### src/rtl/vol_step_ctrl.sv
module vol_step_ctrl #(
  parameter int TICK_DIV        = 50000,
  parameter int DEB_TICKS       = 50,
  parameter int LOCK_TICKS      = 40,
  parameter int HOLD_TICKS      = 1000,
  parameter int SLOW_TICKS      = 250,
  parameter int SLOW_SPAN_TICKS = 4000,
  parameter int FAST_TICKS      = 125,
  parameter int TAP_W           = 5,
  parameter int RESET_TAP       = 10
) (
  input  logic             clk,
  input  logic             rst_n,
  input  logic             up_n,
  input  logic             dn_n,
  input  logic             mute_n,
  input  logic             sb_n,
  output logic [TAP_W-1:0] pos_o,
  output logic             mute_o,
  output logic             valid_o
);
  localparam int PW = $clog2(TICK_DIV + 1);
  localparam int DW = $clog2(DEB_TICKS + 1);
  localparam int LW = $clog2(LOCK_TICKS + 1);
  localparam int HW = $clog2(HOLD_TICKS + SLOW_SPAN_TICKS + 1);
  localparam int RW = $clog2(SLOW_TICKS + FAST_TICKS + 1);
  localparam logic [PW-1:0]    P_LAST  = PW'(TICK_DIV - 1);
  localparam logic [DW-1:0]    D_LAST  = DW'(DEB_TICKS - 1);
  localparam logic [LW-1:0]    L_INIT  = LW'(LOCK_TICKS);
  localparam logic [HW-1:0]    H_FIRST = HW'(HOLD_TICKS - 1);
  localparam logic [HW-1:0]    H_LIM   = HW'(HOLD_TICKS + SLOW_SPAN_TICKS);
  localparam logic [RW-1:0]    R_SLOW  = RW'(SLOW_TICKS - 1);
  localparam logic [RW-1:0]    R_FAST  = RW'(FAST_TICKS - 1);
  localparam logic [TAP_W-1:0] TAP_MAX = '1;
  localparam logic [TAP_W-1:0] TAP_RST = TAP_W'(RESET_TAP);

  logic [3:0]       s1, s2;
  logic [2:0]       btn, prev;
  logic [PW-1:0]    pcnt;
  logic [DW-1:0]    dcnt;
  logic [LW-1:0]    lcnt;
  logic [HW-1:0]    hcnt;
  logic [RW-1:0]    rcnt, per_last;
  logic [TAP_W-1:0] tap, nxt_pos;
  logic sb, tick, chg, multi, cancel, done, hold_act, rep, muted;
  logic fire_fresh, rep_fire, cmd, nxt_mute;

  assign btn      = s2[2:0];
  assign sb       = s2[3];
  assign tick     = (pcnt == P_LAST);
  assign chg      = (btn != prev);
  assign multi    = $countones(btn) > 1;
  assign per_last = (hcnt >= H_LIM) ? R_FAST : R_SLOW;

  assign fire_fresh = tick && !chg && (btn != 3'b000) && !done && (dcnt == D_LAST)
                      && !multi && !cancel && !sb && (lcnt == '0);
  assign rep_fire   = tick && !chg && hold_act && !sb
                      && (rep ? (rcnt == per_last) : (hcnt == H_FIRST));
  assign cmd        = fire_fresh || rep_fire;

  assign nxt_pos  = sb ? TAP_MAX : tap;
  assign nxt_mute = sb || muted;

  always_ff @(posedge clk or negedge rst_n) begin
    if (!rst_n) begin
      s1   <= '0;
      s2   <= '0;
      prev <= '0;
      pcnt <= '0;
    end else begin
      s1   <= {~sb_n, ~mute_n, ~dn_n, ~up_n};
      s2   <= s1;
      prev <= btn;
      pcnt <= tick ? '0 : pcnt + 1'b1;
    end
  end

  always_ff @(posedge clk or negedge rst_n) begin
    if (!rst_n) begin
      dcnt   <= '0;
      done   <= 1'b0;
      cancel <= 1'b0;
      lcnt   <= '0;
    end else begin
      if (btn == 3'b000)
        cancel <= 1'b0;
      else if (multi)
        cancel <= 1'b1;

      if (chg) begin
        dcnt <= '0;
        done <= 1'b0;
      end else if (tick && (btn != 3'b000) && !done) begin
        if (dcnt == D_LAST)
          done <= 1'b1;
        else
          dcnt <= dcnt + 1'b1;
      end

      if (cmd)
        lcnt <= L_INIT;
      else if (tick && (lcnt != '0))
        lcnt <= lcnt - 1'b1;
    end
  end

  always_ff @(posedge clk or negedge rst_n) begin
    if (!rst_n) begin
      hold_act <= 1'b0;
      rep      <= 1'b0;
      hcnt     <= '0;
      rcnt     <= '0;
    end else if (chg) begin
      hold_act <= 1'b0;
    end else if (fire_fresh) begin
      hold_act <= btn[0] | btn[1];
      rep      <= 1'b0;
      hcnt     <= '0;
      rcnt     <= '0;
    end else if (hold_act && tick) begin
      if (hcnt != H_LIM)
        hcnt <= hcnt + 1'b1;
      if (rep_fire) begin
        rcnt <= '0;
        rep  <= 1'b1;
      end else begin
        rcnt <= rcnt + 1'b1;
      end
    end
  end

  always_ff @(posedge clk or negedge rst_n) begin
    if (!rst_n) begin
      tap     <= TAP_RST;
      muted   <= 1'b0;
      pos_o   <= TAP_RST;
      mute_o  <= 1'b0;
      valid_o <= 1'b0;
    end else begin
      if (cmd) begin
        if (btn[2])
          muted <= !muted;
        else if (!muted) begin
          if (btn[0] && (tap != '0))
            tap <= tap - 1'b1;
          else if (btn[1] && (tap != TAP_MAX))
            tap <= tap + 1'b1;
        end
      end
      pos_o   <= nxt_pos;
      mute_o  <= nxt_mute;
      valid_o <= (nxt_pos != pos_o) || (nxt_mute != mute_o);
    end
  end
endmodule

### config.mk
export PLATFORM = sky130hd
export DESIGN_NAME = vol_step_ctrl
export DESIGN_NICKNAME = d
export VERILOG_FILES = /design/src/rtl/vol_step_ctrl.sv
export SDC_FILE = /design/constraint.sdc
export NUM_CORES = 1
export LEC_CHECK = 0
export BUFFER_PORTS_ARGS = -buffer_cell sky130_fd_sc_hd__buf_2
export CAP_MARGIN = 10
export CELL_PAD_IN_SITES_DETAIL_PLACEMENT = 1
export CELL_PAD_IN_SITES_GLOBAL_PLACEMENT = 1
export CORE_ASPECT_RATIO = 0.8
export CORE_MARGIN = 5
export CORE_UTILIZATION = 41
export CTS_CLUSTER_SIZE = 14
export DETAILED_ROUTE_END_ITERATION = 8
export PLACE_DENSITY = 0.72
export SYNTH_ARGS = -nofsm -noshare
export SYNTH_HDL_FRONTEND = slang
export SYNTH_SLANG_ARGS = --single-unit
### constraint.sdc
create_clock -name clk -period 3.35 [get_ports clk]
set_input_delay 0 -clock clk [delete_from_list [all_inputs] [get_ports clk]]
set_output_delay 0 -clock clk [all_outputs]
set_load 0.005 [all_outputs]
==> flow_metrics.env, run 1 <==
export IMPL_synth_adder_area_share_pct=4.05
export IMPL_worst_reg_to_reg_path_cell_count=9
export IMPL_class_of_the_tightest_hold_or_removal_check="input port to async pin"
export IMPL_finalCritPeriodShare_pct=81.7
export IMPL_critPathArrivalTime_ns=2.96
export IMPL_synth_area_sq_mm=0.00389
export IMPL_detailedPlacementHpwl_microns=5700
export IMPL_nFillCells=1039
export IMPL_worst_pin_slew_ns=0.977
export IMPL_share_clk_of_total_power_pct=50.5
export IMPL_fin_crit_ns=2.74
export IMPL_cts_max_path_buffers=2
export IMPL_synthCells=379
export IMPL_clock_fmax_ghz=0.365
export IMPL_routed_wl_met2_microns=3810
export IMPL_setup_viol_count_final=0
export IMPL_layout_area_seq_sq_mm=0.00196
export IMPL_critPathMaxFanout=6
export IMPL_timing_critical_path_buf_inv=1
export IMPL_crit_path_top_delay_cell="sky130_fd_sc_hd__or4_1"
export IMPL_synth_compound_area_share_pct=5.05
export IMPL_cts_htree_levels=3
export IMPL_p_leak_nw=2.02
export IMPL_final_setup_tns_ns=0
export IMPL_first_iter_violations=101
export IMPL_ys_seq_elements=78
export IMPL_cap_viol_max_count=0
export IMPL_cp_top_family="compound AO/OA/AOI/OAI gates"
export IMPL_drt_drc_violations_left=0
export IMPL_num_vias=2768
export IMPL_yosys_mux_area_fraction_pct=1.54
export IMPL_drt_vias_per_instance=5.32
export IMPL_critical_path_top_cell_by_count="sky130_fd_sc_hd__xnor2_1"
export IMPL_number_of_antenna_violations_at_the_first_check_in_global_routing=0
export IMPL_number_of_max_slew_violations_in_the_final_report=0
export IMPL_maxSlewHeadroom_pct=34.9
export IMPL_required_ns=3.58
export IMPL_run_status="finished, final reports clean"
export IMPL_synth_top_family_by_area="simple AND/OR/NAND/NOR gates"
export IMPL_grt_pass1_vias=3013
export IMPL_endpoint_kind="flop"
export IMPL_asyncSetResetFlopFracSynth_pct=100
export IMPL_startpoint_type="flop"
export IMPL_top_routing_layer_in_use="met4"
export IMPL_wl_met1_microns=3980
export IMPL_r2r_slack_ns=0.61
export IMPL_floorplan_die_area_sq_mm=0.0116
export IMPL_p_int_mw=1.65
export IMPL_synth_edff_count=0
export IMPL_peakVddDrop_uv=225
export IMPL_numClockSinks=78
export IMPL_boundaryPins=13
export IMPL_unrepaired_setup_endpoints_after_global_routing="false"
export IMPL_clk_root_buffer_cell="sky130_fd_sc_hd__clkbuf_16"
export IMPL_net_count_synth=397
export IMPL_die_w_microns=119
export IMPL_multi_input_area_sq_mm=0.00182
export IMPL_numCtsBuffers=9
export IMPL_wl_per_cell_microns=15.7
export IMPL_yosys_area_share_simple_pct=23.7
export IMPL_totalWireLength_microns=8140
export IMPL_worst_r2r_endpoint="tap[4]"
export IMPL_final_cell_mix="sky130_fd_sc_hd__dfrtp_1, sky130_fd_sc_hd__nor2_1, sky130_fd_sc_hd__xor2_1, sky130_fd_sc_hd__nand2_1, sky130_fd_sc_hd__xnor2_1"
export IMPL_clk_latency_ns=0.34
export IMPL_antenna_cells_inserted=0
export IMPL_detailedRoute_firstPassIterationCount=4
export IMPL_clk_transition_reported_paths_ns=0.06
export IMPL_dieHeight_microns=97.1
export IMPL_route_met3_wl_microns=208
export IMPL_antenna_left=0
export IMPL_yosysUniqueCellTypes=53
export IMPL_layout_commonest_cell="sky130_fd_sc_hd__dfrtp_1"
export IMPL_timing_critical_path_cells="or4_1, o21ai_0, inv_1, ha_1, a21o_1, a21oi_1, xnor2_1, o211ai_1, xnor2_1"
export IMPL_finalClockSkew_ns=0.00721
export IMPL_critical_path_max_stage_delay_ns=0.53
export IMPL_core_area_sq_mm=0.00915
export IMPL_grt_overflow=0
export IMPL_finalHoldViolCount=0
export IMPL_grt_start_max_net_pins=79
export IMPL_combinationalPowerShare_pct=2.8
export IMPL_setup_worst_path_class="flop to flop"
export IMPL_sequential_cell_area_fraction_in_the_yosys_report_pct=50.3
export IMPL_p_per_area_mw_per_mm2=465
export IMPL_fin_nets=418
export IMPL_synth_flop_cell="sky130_fd_sc_hd__dfrtp_1"
export IMPL_switchingPower_mw=0.418
export IMPL_floorplan_initialDensity_pct=42.5
export IMPL_place_congestion=0.817
export IMPL_num_rows=31
export IMPL_syn2layout_area_growth_pct=14.3
export IMPL_switching_share_pct=20.2
export IMPL_ys_warnings_count=0
export IMPL_cts_tree="done"
export IMPL_crit_reg2reg_launch="tap[0]"
export IMPL_utilization_pct=48.6
export IMPL_synth_avg_cell_area_sq_um=10.3
export IMPL_grt_pass1_wl_microns=14600
export IMPL_seq_power_share_pct=46.7
export IMPL_layout_drive_gt1_share_pct=12.3
export IMPL_buffer_ports_inserted=12
export IMPL_synth_xor_area_share_pct=12.4
export IMPL_global_route_usage_total_pct=15.6
state kept, by name, summed over array words and instances (netlist names):
register  flops
rcnt          9
mute_o        1
pcnt         16
pos_o         5
hcnt         13
s2            4
prev          3
rep           1
s1            4
lcnt          6
done          1
cancel        1
valid_o       1
hold_act      1
dcnt          6
tap           5
muted         1
through the flow:
| stage | cell area, sq um | setup WS (ns) | total power [mW] | hold WS [ns] | std cells |
|---|---|---|---|---|---|
| 2_1_floorplan | 3890 | 0.883 | 1.00 | -0.296 | 379 |
| 3_3_place_gp | 4070 | 0.679 | 1.04 | 0.146 | 499 |
| 3_5_place_dp | 4070 | 0.625 | 1.04 | 0.150 | 499 |
| 4_1_cts | 4450 | 0.592 | 2.11 | 0.325 | 520 |
| 5_1_grt | 4450 | 0.411 | 2.17 | 0.346 | 520 |
| 6_report | 4450 | 0.613 | 2.07 | 0.348 | 520 |
layout make-up:
class,count,share of cell area [%]
Tap cell,115,3.24
Inverter,20,1.69
Multi-Input combinational cell,272,40.9
Clock buffer,11,5.46
Clock inverter,5,1.86
Sequential cell,78,44.0
Timing Repair Buffer,19,2.87
Yosys cell counts, types with 2 or more instances:
| cell | instances | share of area (%) |
|---|---|---|
| sky130_fd_sc_hd__nor4bb_1 | 2 | 0.51 |
| sky130_fd_sc_hd__dfrtp_1 | 74 | 48 |
| sky130_fd_sc_hd__a211oi_1 | 4 | 0.77 |
| sky130_fd_sc_hd__or3_1 | 2 | 0.32 |
| sky130_fd_sc_hd__a21o_1 | 2 | 0.39 |
| sky130_fd_sc_hd__clkbuf_1 | 4 | 0.39 |
| sky130_fd_sc_hd__nor3_1 | 12 | 1.5 |
| sky130_fd_sc_hd__nand3_1 | 13 | 1.7 |
| sky130_fd_sc_hd__nand4b_1 | 2 | 0.45 |
| sky130_fd_sc_hd__mux2_4 | 2 | 0.77 |
| sky130_fd_sc_hd__and3_1 | 10 | 1.6 |
| sky130_fd_sc_hd__nor2_1 | 58 | 5.6 |
| sky130_fd_sc_hd__nand4_1 | 15 | 2.4 |
| sky130_fd_sc_hd__buf_2 | 3 | 0.39 |
| sky130_fd_sc_hd__nor4_1 | 4 | 0.64 |
| sky130_fd_sc_hd__and4_1 | 2 | 0.45 |
| sky130_fd_sc_hd__nor3b_1 | 2 | 0.39 |
| sky130_fd_sc_hd__nand2_1 | 24 | 2.3 |
| sky130_fd_sc_hd__a31oi_1 | 2 | 0.32 |
| sky130_fd_sc_hd__dfstp_2 | 4 | 2.7 |
| sky130_fd_sc_hd__or4_1 | 3 | 0.58 |
| sky130_fd_sc_hd__ha_1 | 11 | 3.5 |
| sky130_fd_sc_hd__or2_2 | 6 | 0.96 |
| sky130_fd_sc_hd__xnor2_1 | 24 | 5.4 |
| sky130_fd_sc_hd__or3b_2 | 2 | 0.45 |
| sky130_fd_sc_hd__and4b_1 | 2 | 0.51 |
| sky130_fd_sc_hd__o21ai_0 | 7 | 0.90 |
| sky130_fd_sc_hd__mux2i_1 | 3 | 0.77 |
| sky130_fd_sc_hd__inv_1 | 20 | 1.9 |
| sky130_fd_sc_hd__nand2b_1 | 2 | 0.32 |
| sky130_fd_sc_hd__nor4b_1 | 4 | 0.90 |
| sky130_fd_sc_hd__xor2_1 | 31 | 7.0 |
| sky130_fd_sc_hd__a21oi_1 | 3 | 0.39 |
logic make-up (layout without fill, tap and decap cells):
| family | after synthesis | in the layout |
|---|---|---|
| multiplexers | 5 | 5 |
| AND/OR/NAND/NOR | 173 | 173 |
| buffers and inverters | 29 | 55 |
| XOR/XNOR | 55 | 55 |
| adder cells (fa/ha/maj) | 12 | 12 |
| flip-flops | 78 | 78 |
| AO/OA/AOI/OAI | 27 | 27 |
power groups by stage:
stage	combinational (mW)	sequential [mW]	clock, mW
5_1_grt	0.0669	0.966	1.14
4_1_cts	0.0599	0.965	1.08
3_5_place_dp	0.0554	0.982	0
2_1_floorplan	0.0235	0.980	0
3_3_place_gp	0.0534	0.982	0
6_report	0.0574	0.965	1.05
worst max path at each step:
stage                       start  endpoint  slack (ns)  cells after the start
after floorplan            tap[0]    tap[4]        0.88                      9
after global placement     tap[0]    tap[4]        0.68                      9
after detailed placement   tap[0]    tap[4]        0.62                      9
after CTS                 hcnt[0]   lcnt[5]        0.59                      7
after global routing      hcnt[0]   lcnt[5]        0.41                      7
final                      tap[0]    tap[4]        0.61                      9
metal layers:
layer | global-route usage, % | vias up
met1 | 19.9 | 1393
met5 | 0 | -
met2 | 25.2 | 25
met4 | 6.14 | 0
li1 | - | 1338
met3 | 4.13 | 12
repair_timing:
item                                    in CTS  in global routing
hold endpoints to repair                    78                  0
setup buffers                                0                  0
hold buffers                                 5                  0
endpoints found under the setup margin       0                  0
gates resized for setup                      0                  0
No activity file was read; power rests on OpenSTA's default activity.
==> inputs of run 2 (changes only) <==
Clock period 3.35 ns to 2.8 ns, I/O delays scaled along.
==> run 2 against run 1 <==
Against the previous run: flip-flop and latch count unchanged; first-iteration DRC count increased by 43%; total power increased by 15%; routed wire length increased by 3.6%; global-route usage increased by 0.66 points; via count increased by 1.6%; die area unchanged; clock power increased by 9.5%; combinational power increased by 21%; sequential share of layout area about the same; design area about the same; core utilization about the same.
==> flow_metrics.env, run 2 (synthesis results as in run 1) <==
export IMPL_run_status="finished, final reports clean"
export IMPL_global_route_usage_total_pct=16.2
export IMPL_fin_crit_ns=2.59
export IMPL_cts_htree_levels=3
export IMPL_timing_hold_worst_path_depth=3
export IMPL_number_of_antenna_violations_at_the_first_check_in_global_routing=0
export IMPL_final_setup_tns_ns=0
export IMPL_finalWorstSetupSlack_ns=0.205
export IMPL_worst_r2r_endpoint="tap[4]"
export IMPL_cts_repair_resized=0
export IMPL_wl_per_cell_microns=16.1
export IMPL_finalClockSkew_ns=0.00952
export IMPL_syn2layout_area_growth_pct=14.2
export IMPL_worstHoldStart="up_n"
export IMPL_numPlacedInstances=503
export IMPL_cts_tree="done"
export IMPL_final_cell_mix="sky130_fd_sc_hd__dfrtp_1, sky130_fd_sc_hd__nor2_1, sky130_fd_sc_hd__xor2_1, sky130_fd_sc_hd__nand2_1, sky130_fd_sc_hd__xnor2_1"
export IMPL_die_w_microns=119
export IMPL_antenna_cells_inserted=0
export IMPL_max_reg_flops=16
export IMPL_drt_vias_per_instance=5.37
export IMPL_buffer_ports_inserted=12
export IMPL_post_place_ws_ns=0.222
export IMPL_dieHeight_microns=97.1
export IMPL_drt_drc_violations_left=0
export IMPL_worst_pin_slew_ns=0.993
export IMPL_grt_overflow=0
export IMPL_numClockSinks=78
export IMPL_num_vias=2813
export IMPL_grt_pass1_wl_microns=15200
export IMPL_peakVddDrop_uv=347
export IMPL_worst_reg_to_reg_path_cell_count=9
export IMPL_clk_root_buffer_cell="sky130_fd_sc_hd__clkbuf_16"
export IMPL_clk_transition_reported_paths_ns=0.06
export IMPL_holdBufCountCts=5
export IMPL_final_cell_count_no_fill=524
export IMPL_largest_register="pcnt"
export IMPL_maxSlewHeadroom_pct=33.8
export IMPL_detailedRoute_firstPassIterationCount=4
export IMPL_hold_path_endpoint="s1[0]"
export IMPL_setup_worst_path_class="flop to flop"
export IMPL_class_of_the_tightest_hold_or_removal_check="input port to flop"
export IMPL_crit_reg2reg_launch="tap[0]"
export IMPL_boundaryPins=13
export IMPL_critPathArrivalTime_ns=2.81
export IMPL_floorplan_initialDensity_pct=42.5
export IMPL_layout_commonest_cell="sky130_fd_sc_hd__dfrtp_1"
export IMPL_clk_latency_ns=0.34
export IMPL_critPathMaxFanout=6
export IMPL_endpoint_kind="flop"
export IMPL_floorplan_die_area_sq_mm=0.0116
export IMPL_numCtsBuffers=9
export IMPL_layout_drive_gt1_share_pct=13.2
export IMPL_postCtsSetupBuffers=0
export IMPL_clock_fmax_ghz=0.385
export IMPL_finalCritPeriodShare_pct=92.7
export IMPL_final_design_area_no_fill_sq_mm=0.00444
export IMPL_number_of_max_slew_violations_in_the_final_report=0
export IMPL_finalPower_mw=2.37
export IMPL_num_rows=31
export IMPL_grt_pass1_vias=3142
export IMPL_dpl_instance_area_sq_mm=0.00410
export IMPL_unrepaired_setup_endpoints_after_global_routing="false"
export IMPL_finalHoldViolCount=0
export IMPL_r2r_slack_ns=0.21
export IMPL_detailedPlacementHpwl_microns=5910
export IMPL_fin_nets=422
export IMPL_totalWireLength_microns=8430
export IMPL_grt_start_max_net_pins=79
export IMPL_cts_max_path_buffers=2
export IMPL_p_leak_nw=2.02
export IMPL_largest_registers="pcnt: 16 flops, hcnt: 13 flops, rcnt: 9 flops"
export IMPL_first_iter_violations=144
export IMPL_setup_viol_count_final=0
export IMPL_antenna_left=0
export IMPL_p_per_area_mw_per_mm2=534
export IMPL_startpoint_type="flop"
export IMPL_place_congestion=0.798
export IMPL_required_ns=3.02
export IMPL_cap_viol_max_count=0
export IMPL_core_area_sq_mm=0.00915
## run 2: final cells by class
cell class / count / area, sq um
clock buffer: 10 / 229
clock inverter: 6 / 62.6
fill: 1022 / 4710
inverter: 20 / 75.1
multi-input combinational: 272 / 1820
sequential: 78 / 1960
tap: 115 / 144
timing repair buffer: 23 / 158
## run 2: per-stage QoR
step                      hold WS (ns)  util (%)
after floorplan                 -0.296         -
after global placement           0.144      44.8
after detailed placement         0.150      44.8
after CTS                        0.321      48.5
after global routing             0.342      48.5
final                            0.344      48.5
## run 2: metal layers
| layer | GRT usage [%] | vias to the layer above | wire, microns |
|---|---|---|---|
| met3 | 5.65 | 12 | 262 |
| met4 | 5.16 | 0 | 134 |
| met5 | 0 | - | 0 |
| li1 | - | 1346 | - |
| met2 | 26.9 | 28 | 4110 |
| met1 | 19.9 | 1427 | 3930 |
## run 2: where the power goes
part           switching [mW]  internal (mW)
Sequential             0.0118           1.14
Combinational          0.0451         0.0243
Clock                   0.460          0.687
Total                   0.516           1.85
## run 2: critical path, cell delays in order, from the launching register on
cell and delay [ns]:
sky130_fd_sc_hd__dfrtp_1 0.45, sky130_fd_sc_hd__or4_1 0.53, sky130_fd_sc_hd__o21ai_0 0.23, sky130_fd_sc_hd__inv_1 0.14, sky130_fd_sc_hd__ha_1 0.35, sky130_fd_sc_hd__a21o_1 0.18, sky130_fd_sc_hd__a21oi_1 0.17, sky130_fd_sc_hd__xnor2_1 0.15
sky130_fd_sc_hd__o211ai_1 0.12, sky130_fd_sc_hd__xnor2_1 0.15
## run 2: worst max-delay path by stage
| stage | slack (ns) | to | start |
|---|---|---|---|
| finish | 0.21 | tap[4] | tap[0] |
| global route | 0.03 | tap[4] | tap[0] |
| CTS | 0.18 | tap[4] | tap[0] |
| detailed placement | 0.22 | tap[4] | tap[0] |
| global placement | 0.26 | tap[4] | tap[0] |
| floorplan | 0.33 | tap[4] | tap[0] |
